===== src/rtl/lamp_ctrl_pkg.sv =====
package lamp_ctrl_pkg;

   // Order of the debounced control inputs inside the filter bank
   typedef enum int unsigned {
      CH_LIGHT  = 0,
      CH_DOUSE  = 1,
      CH_PANEL  = 2
   } ctrl_chan_e;

   localparam int unsigned NUM_CTRL_CH = 3;

   typedef struct packed {
      logic panel;
      logic douse;
      logic light;
   } ctrl_levels_t;

   function automatic int unsigned cnt_width(input int unsigned limit);
      return (limit > 1) ? $clog2(limit) : 1;
   endfunction

endpackage


===== src/rtl/lc_input_filter.sv =====
module lc_input_filter
   import lamp_ctrl_pkg::*;
#(
   parameter int unsigned SYNC_STAGES   = 2,
   parameter int unsigned STABLE_CYCLES = 1000
) (
   input  logic clk,
   input  logic rst,
   input  logic raw_in,
   output logic clean_out
);

   localparam int unsigned CW = cnt_width(STABLE_CYCLES);
   localparam logic [CW-1:0] LIMIT = CW'(STABLE_CYCLES - 1);

   generate
      if (SYNC_STAGES < 2) begin : g_bad_sync
         $error("lc_input_filter: SYNC_STAGES must be at least 2");
      end
      if (STABLE_CYCLES < 1) begin : g_bad_stable
         $error("lc_input_filter: STABLE_CYCLES must be at least 1");
      end
   endgenerate

   logic [SYNC_STAGES-1:0] sync_sh;
   logic                   sync_lvl;
   logic [CW-1:0]          run_cnt;
   logic                   held_lvl;

   always_ff @(posedge clk) begin
      if (rst) sync_sh <= '0;
      else     sync_sh <= {sync_sh[SYNC_STAGES-2:0], raw_in};
   end

   assign sync_lvl = sync_sh[SYNC_STAGES-1];

   always_ff @(posedge clk) begin
      if (rst) begin
         run_cnt  <= '0;
         held_lvl <= 1'b0;
      end else if (sync_lvl == held_lvl) begin
         run_cnt <= '0;
      end else if (run_cnt == LIMIT) begin
         held_lvl <= sync_lvl;
         run_cnt  <= '0;
      end else begin
         run_cnt <= run_cnt + 1'b1;
      end
   end

   assign clean_out = held_lvl;

   // A new accepted level always equals the synchronised level it came from
   p_accept_matches_sync_r7: assert property (@(posedge clk) disable iff (rst)
      (held_lvl != $past(held_lvl)) |-> (held_lvl == $past(sync_lvl)));

   // The stability counter never passes its limit
   p_count_bounded_r7: assert property (@(posedge clk) disable iff (rst)
      run_cnt <= LIMIT);

   // An unchanged synchronised level never alters the accepted level
   p_no_spurious_change_r7: assert property (@(posedge clk) disable iff (rst)
      (sync_lvl == held_lvl) |=> $stable(held_lvl));

endmodule


===== src/rtl/lc_lamp_latch.sv =====
module lc_lamp_latch (
   input  logic clk,
   input  logic rst,
   input  logic gate_en,
   input  logic light_req,
   input  logic douse_req,
   output logic lamp_q
);

   always_ff @(posedge clk) begin
      if (rst)            lamp_q <= 1'b0;
      else if (gate_en) begin
         if (douse_req)      lamp_q <= 1'b0;
         else if (light_req) lamp_q <= 1'b1;
      end
   end

   p_light_sets_r1: assert property (@(posedge clk) disable iff (rst)
      (gate_en && light_req && !douse_req) |=> lamp_q);

   p_locked_hold_r2: assert property (@(posedge clk) disable iff (rst)
      !gate_en |=> (lamp_q == $past(lamp_q)));

   p_idle_hold_r4: assert property (@(posedge clk) disable iff (rst)
      (!light_req && !douse_req) |=> $stable(lamp_q));

   p_douse_wins_r5: assert property (@(posedge clk) disable iff (rst)
      (gate_en && douse_req) |=> !lamp_q);

   p_reset_dark_r6: assert property (@(posedge clk)
      rst |=> !lamp_q);

endmodule


===== src/rtl/lc_door_gate.sv =====
module lc_door_gate #(
   parameter bit          HAS_SENSE   = 1'b1,
   parameter int unsigned SYNC_STAGES = 2
) (
   input  logic clk,
   input  logic rst,
   input  logic lamp_on,
   input  logic panel_on,
   input  logic sense_raw,
   output logic release_o
);

   logic current_clear;

   generate
      if (HAS_SENSE) begin : g_sense
         logic [SYNC_STAGES-1:0] sense_sh;
         always_ff @(posedge clk) begin
            if (rst) sense_sh <= '0;
            else     sense_sh <= {sense_sh[SYNC_STAGES-2:0], sense_raw};
         end
         assign current_clear = !sense_sh[SYNC_STAGES-1];
      end else begin : g_no_sense
         logic unused_sense;
         assign unused_sense  = sense_raw;
         assign current_clear = 1'b1;
      end
   endgenerate

   assign release_o = !lamp_on && !panel_on && current_clear;

   p_release_needs_safe_r3: assert property (@(posedge clk) disable iff (rst)
      release_o |-> (!lamp_on && !panel_on));

   p_release_needs_dark_r8: assert property (@(posedge clk) disable iff (rst)
      release_o |-> current_clear);

endmodule


===== src/rtl/lamp_lockout_ctrl.sv =====
module lamp_lockout_ctrl
   import lamp_ctrl_pkg::*;
#(
   parameter int unsigned SYNC_STAGES   = 2,
   parameter int unsigned STABLE_CYCLES = 1000,
   parameter bit          HAS_SENSE     = 1'b1
) (
   input  logic clk,
   input  logic rst,
   input  logic on_btn,
   input  logic off_btn,
   input  logic panel_enable,
   input  logic lamp_sense,
   output logic lamp_drive,
   output logic door_release
);

   generate
      if (SYNC_STAGES < 2) begin : g_chk_sync
         $error("lamp_lockout_ctrl: SYNC_STAGES below 2");
      end
      if (STABLE_CYCLES < 1) begin : g_chk_stable
         $error("lamp_lockout_ctrl: STABLE_CYCLES below 1");
      end
   endgenerate

   ctrl_levels_t raw_lvls;
   ctrl_levels_t clean_lvls;
   logic [NUM_CTRL_CH-1:0] raw_vec;
   logic [NUM_CTRL_CH-1:0] clean_vec;

   assign raw_lvls = '{panel: panel_enable, douse: off_btn, light: on_btn};
   assign raw_vec  = raw_lvls;

   generate
      for (genvar ch = 0; ch < NUM_CTRL_CH; ch++) begin : g_filt
         lc_input_filter #(
            .SYNC_STAGES  (SYNC_STAGES),
            .STABLE_CYCLES(STABLE_CYCLES)
         ) u_filt (
            .clk      (clk),
            .rst      (rst),
            .raw_in   (raw_vec[ch]),
            .clean_out(clean_vec[ch])
         );
      end
   endgenerate

   assign clean_lvls = clean_vec;

   lc_lamp_latch u_latch (
      .clk      (clk),
      .rst      (rst),
      .gate_en  (clean_lvls.panel),
      .light_req(clean_lvls.light),
      .douse_req(clean_lvls.douse),
      .lamp_q   (lamp_drive)
   );

   lc_door_gate #(
      .HAS_SENSE  (HAS_SENSE),
      .SYNC_STAGES(SYNC_STAGES)
   ) u_door (
      .clk      (clk),
      .rst      (rst),
      .lamp_on  (lamp_drive),
      .panel_on (clean_lvls.panel),
      .sense_raw(lamp_sense),
      .release_o(door_release)
   );

   p_door_never_lit_r9: assert property (@(posedge clk) disable iff (rst)
      door_release |-> !lamp_drive);

   p_locked_lamp_steady_r2: assert property (@(posedge clk) disable iff (rst)
      !clean_lvls.panel |=> $stable(lamp_drive));

endmodule


===== config.mk =====
export PLATFORM = sky130hd
export DESIGN_NAME = lamp_lockout_ctrl
export DESIGN_NICKNAME = d
export VERILOG_FILES = /design/src/rtl/lamp_ctrl_pkg.sv /design/src/rtl/lc_input_filter.sv /design/src/rtl/lc_lamp_latch.sv /design/src/rtl/lc_door_gate.sv /design/src/rtl/lamp_lockout_ctrl.sv
export SDC_FILE = /design/constraint.sdc
export NUM_CORES = 1
export LEC_CHECK = 0
export BUFFER_PORTS_ARGS = -buffer_cell sky130_fd_sc_hd__buf_2
export CORE_AREA = 2 2 52 79
export CTS_CLUSTER_SIZE = 24
export DETAILED_ROUTE_END_ITERATION = 8
export DIE_AREA = 0 0 54 81
export GPL_TIMING_DRIVEN = 0
export HOLD_SLACK_MARGIN = 0.06
export PLACE_DENSITY = 0.66
export SETUP_SLACK_MARGIN = 0.4
export SKIP_CTS_REPAIR_TIMING = 1
export SYNTH_ARGS = -nofsm -noshare
export SYNTH_HDL_FRONTEND = slang
export SYNTH_SLANG_ARGS = --single-unit

===== constraint.sdc =====
create_clock -name clk -period 3.3 [get_ports clk]
set_clock_uncertainty 0.2 [all_clocks]
set_input_delay 0.165 -clock clk [delete_from_list [all_inputs] [get_ports clk]]
set_output_delay 0.165 -clock clk [all_outputs]
set_load 0.005 [all_outputs]

==> qor.txt <==
initial antenna violation count - 0
total gr overflow - 0
Total GRT Usage - 16.88%
CP Class - flop to flop
worst path arrival time - 1.79 ns
setup_tns - 0 ns
worst-path fanout max - 7
synthesized area - 1778 um^2
final setup margin - 1.472 ns
max-slew violations - 0
vias in the first global route - 1371
Synth Flop Type - dfxtp_1
Met3 Routed Length - 104 um
RSZ-0062 raised after global routing - false
n_diodes - 0
Worst Tran Pin Value - 0.5659 ns
CTS Buf Count - 5
Clock Latency Late Sink - 0.29 ns
Placed Cells - 240
core area - 3784 um^2
pwr dens - 434.2 nW/um^2
Async S/R FF share, synth - 0%
internal power - 0.6917 mW
number of flops mapped to enable cells by yosys - 0
max incr delay on CP - 0.58 ns
min Tclk post-route - 1.828 ns
Hold Violations, Final - 0
first-pass GRT wire length - 5451 um
pre-CTS WS - 1.466 ns
DRT iter0 DRCs - 32
Final Cell Area - 2014 um^2
via count - 1443
#FFs+latches synth - 42
Area contributors post-synth - dfxtp_1 (47%), xor2_1 (3.9%), a21oi_1 (3.7%)
Total Die Area - 4374 um^2
# Max-Cap Violations - 0
share of the yosys chip area belonging to registers - 47.29%
top-area cell type share of the netlist area - 47.29%
largest net degree at the start of global routing - 14
relative slew slack - 62.21%
routed wire length per instance - 12.68 um
Logic pwr share - 2.7%
Switching Share - 20.91%
Reg clk slew, reported paths - 0.08 ns
outcome - finished, final reports clean
cell count after synthesis - 188
highest routed metal layer - met4
CTS Root Cell - clkbuf_8
CTS max path bufs - 2
Yosys Warn Count - 0
die height - 81 um
Leak - 0.6252 nW
drt total wl - 3209 um
hold crit path type - flop to flop
Cell Chain, Critical Path - ha_1, nand4bb_1, o311ai_2, nor2_1
fraction of layout cells with a size suffix above 1 - 10.58%
CP startpoint kind - flop
Crit-path slowest cell - o311ai_2
die width - 54 um
fmax - 547.0 MHz
P&R area growth vs syn - 13.30%
post-synth top area cell - dfxtp_1
dpl hpwl - 2379 um
Final Wtd Congestion - 0.8277
Fillers - 340
I/O Buffers - 7
DRC - 0
number of routed nets with antenna violations - 0
clk sinks - 42
# setup viols final - 0
TritonCTS clock tree - built
Clk network pwr share - 38.5%
Pre-antenna DRT Iters - 4
Worst EP required - 3.26 ns
wire length on met2 - 1729 um
area of the multi-input gates - 892.1 um^2
fin cells - 253
Hold Slack - 0.2462 ns
Ports - 8
Net Count, Synth - 197
num rows - 28
detailed-route vias per instance - 5.704
Final #Nets - 216
Setup crit end kind - flop
Starting Density - 46.99%
maximum VDD drop - 0.3585 mV
Reg area - 840.8 um^2
Psw - 0.1829 mW
placed cell area - 1869 um^2
Flop pwr share - 58.8%
Post-Route M1 WL - 1304 um
H-tree depth - 2
period utilization - 55.40%
syn_area_per_cell - 9.457 um^2
Yosys cell types - 34
## cell usage after synthesis (2+ instances only)
cell type	n
xor2_1	8
or3_1	8
nor2_1	17
a31oi_1	3
or4_1	5
o311ai_2	2
a311oi_1	2
inv_1	10
o21ai_0	9
nand3_1	9
nor2b_1	8
nand4_1	5
nand4bb_1	2
and2_1	2
nand2_1	13
a21oi_1	13
dfxtp_1	42
o31ai_1	7
a221oi_1	2
ha_1	3
xnor2_1	4
clkbuf_1	2
## registers in the layout, summed over array words and instances, names as in the netlist
register,count
g_filt.u_filt.run_cnt,30
g_filt.u_filt.sync_sh,6
g_filt.u_filt.clean_out,3
u_door.g_sense.sense_sh,2
u_latch.lamp_q,1
## cells by family after synthesis
family | count (synthesis) | synth area share [%]
and+or+nand+nor | 76 | 24.77
AOI/OAI and AO/OA | 43 | 17.38
DFF | 42 | 47.29
xor gates and xnor gates | 12 | 5.911
buffers and inverters | 12 | 2.534
adders and majority gates | 3 | 2.111
## placed cells by master (no fill, tap or decap), drive strengths merged, types with 2 or more instances in the layout
cell type	n
inv	10
o311ai	3
o21ai	9
clkbuf	8
xor2	8
nand4bb	3
nor2	17
ha	3
buf	7
a31oi	3
or3	8
nor2b	8
and2	2
nand2	13
o31ai	7
a21oi	14
dfxtp	42
xnor2	4
or4	6
nand4	5
a311oi	2
dlygate4sd3	5
a221oi	2
nand3	10
## worst paths after layout
kind | from | endpoint | slack (ns) | cells after the start
setup / recovery | g_filt[1].u_filt.run_cnt[0] | g_filt[1].u_filt.run_cnt[3] | 1.47 | 4
hold / removal | g_filt[1].u_filt.sync_sh[0] | g_filt[1].u_filt.sync_sh[1] | 0.25 | 1
setup reg to reg | g_filt[1].u_filt.run_cnt[0] | g_filt[1].u_filt.run_cnt[3] | 1.47 | 4
hold reg to reg | g_filt[1].u_filt.sync_sh[0] | g_filt[1].u_filt.sync_sh[1] | 0.25 | 1
## routing by layer
layer / vias up / GRT usage (%)
met3: 7 / 4.412
met4: 0 / 8.750
met2: 29 / 30.49
li1: 722 / -
met1: 685 / 16.99
met5: - / 0
## worst max-delay path, delay by kind of cell (launching register included)
| kind | cells | cell delay [ns] |
|---|---|---|
| compound gates | 1 | 0.58 |
| fa+ha+maj | 1 | 0.23 |
| flops | 1 | 0.36 |
| simple gates | 2 | 0.33 |
## stage by stage
stage          total power [mW]  utilization, %
3_3_place_gp             0.5447           49.40
6_report                 0.8747           53.24
2_1_floorplan            0.5382               -
5_1_grt                  0.9111           53.24
4_1_cts                  0.8825           51.92
3_5_place_dp             0.5455           49.40
## power by group through the flow
stage,Combinational (mW),Clock [mW],Sequential [mW]
floorplan,0.0123,0,0.526
global placement,0.0184,0,0.526
detailed placement,0.0190,0,0.527
CTS,0.0189,0.349,0.514
global route,0.0262,0.370,0.515
finish,0.0233,0.337,0.514
## cell type report
type                            instances  share of cell area [%]
Buffer                                  2                  0.3727
Clock buffer                            6                   4.099
Clock inverter                          2                  0.6211
Inverter                               10                   1.863
Multi-Input combinational cell        134                   44.29
Sequential cell                        42                   41.74
Tap cell                               45                   2.795
Timing Repair Buffer                   12                   4.224
No activity file was read; power rests on OpenSTA's default activity.
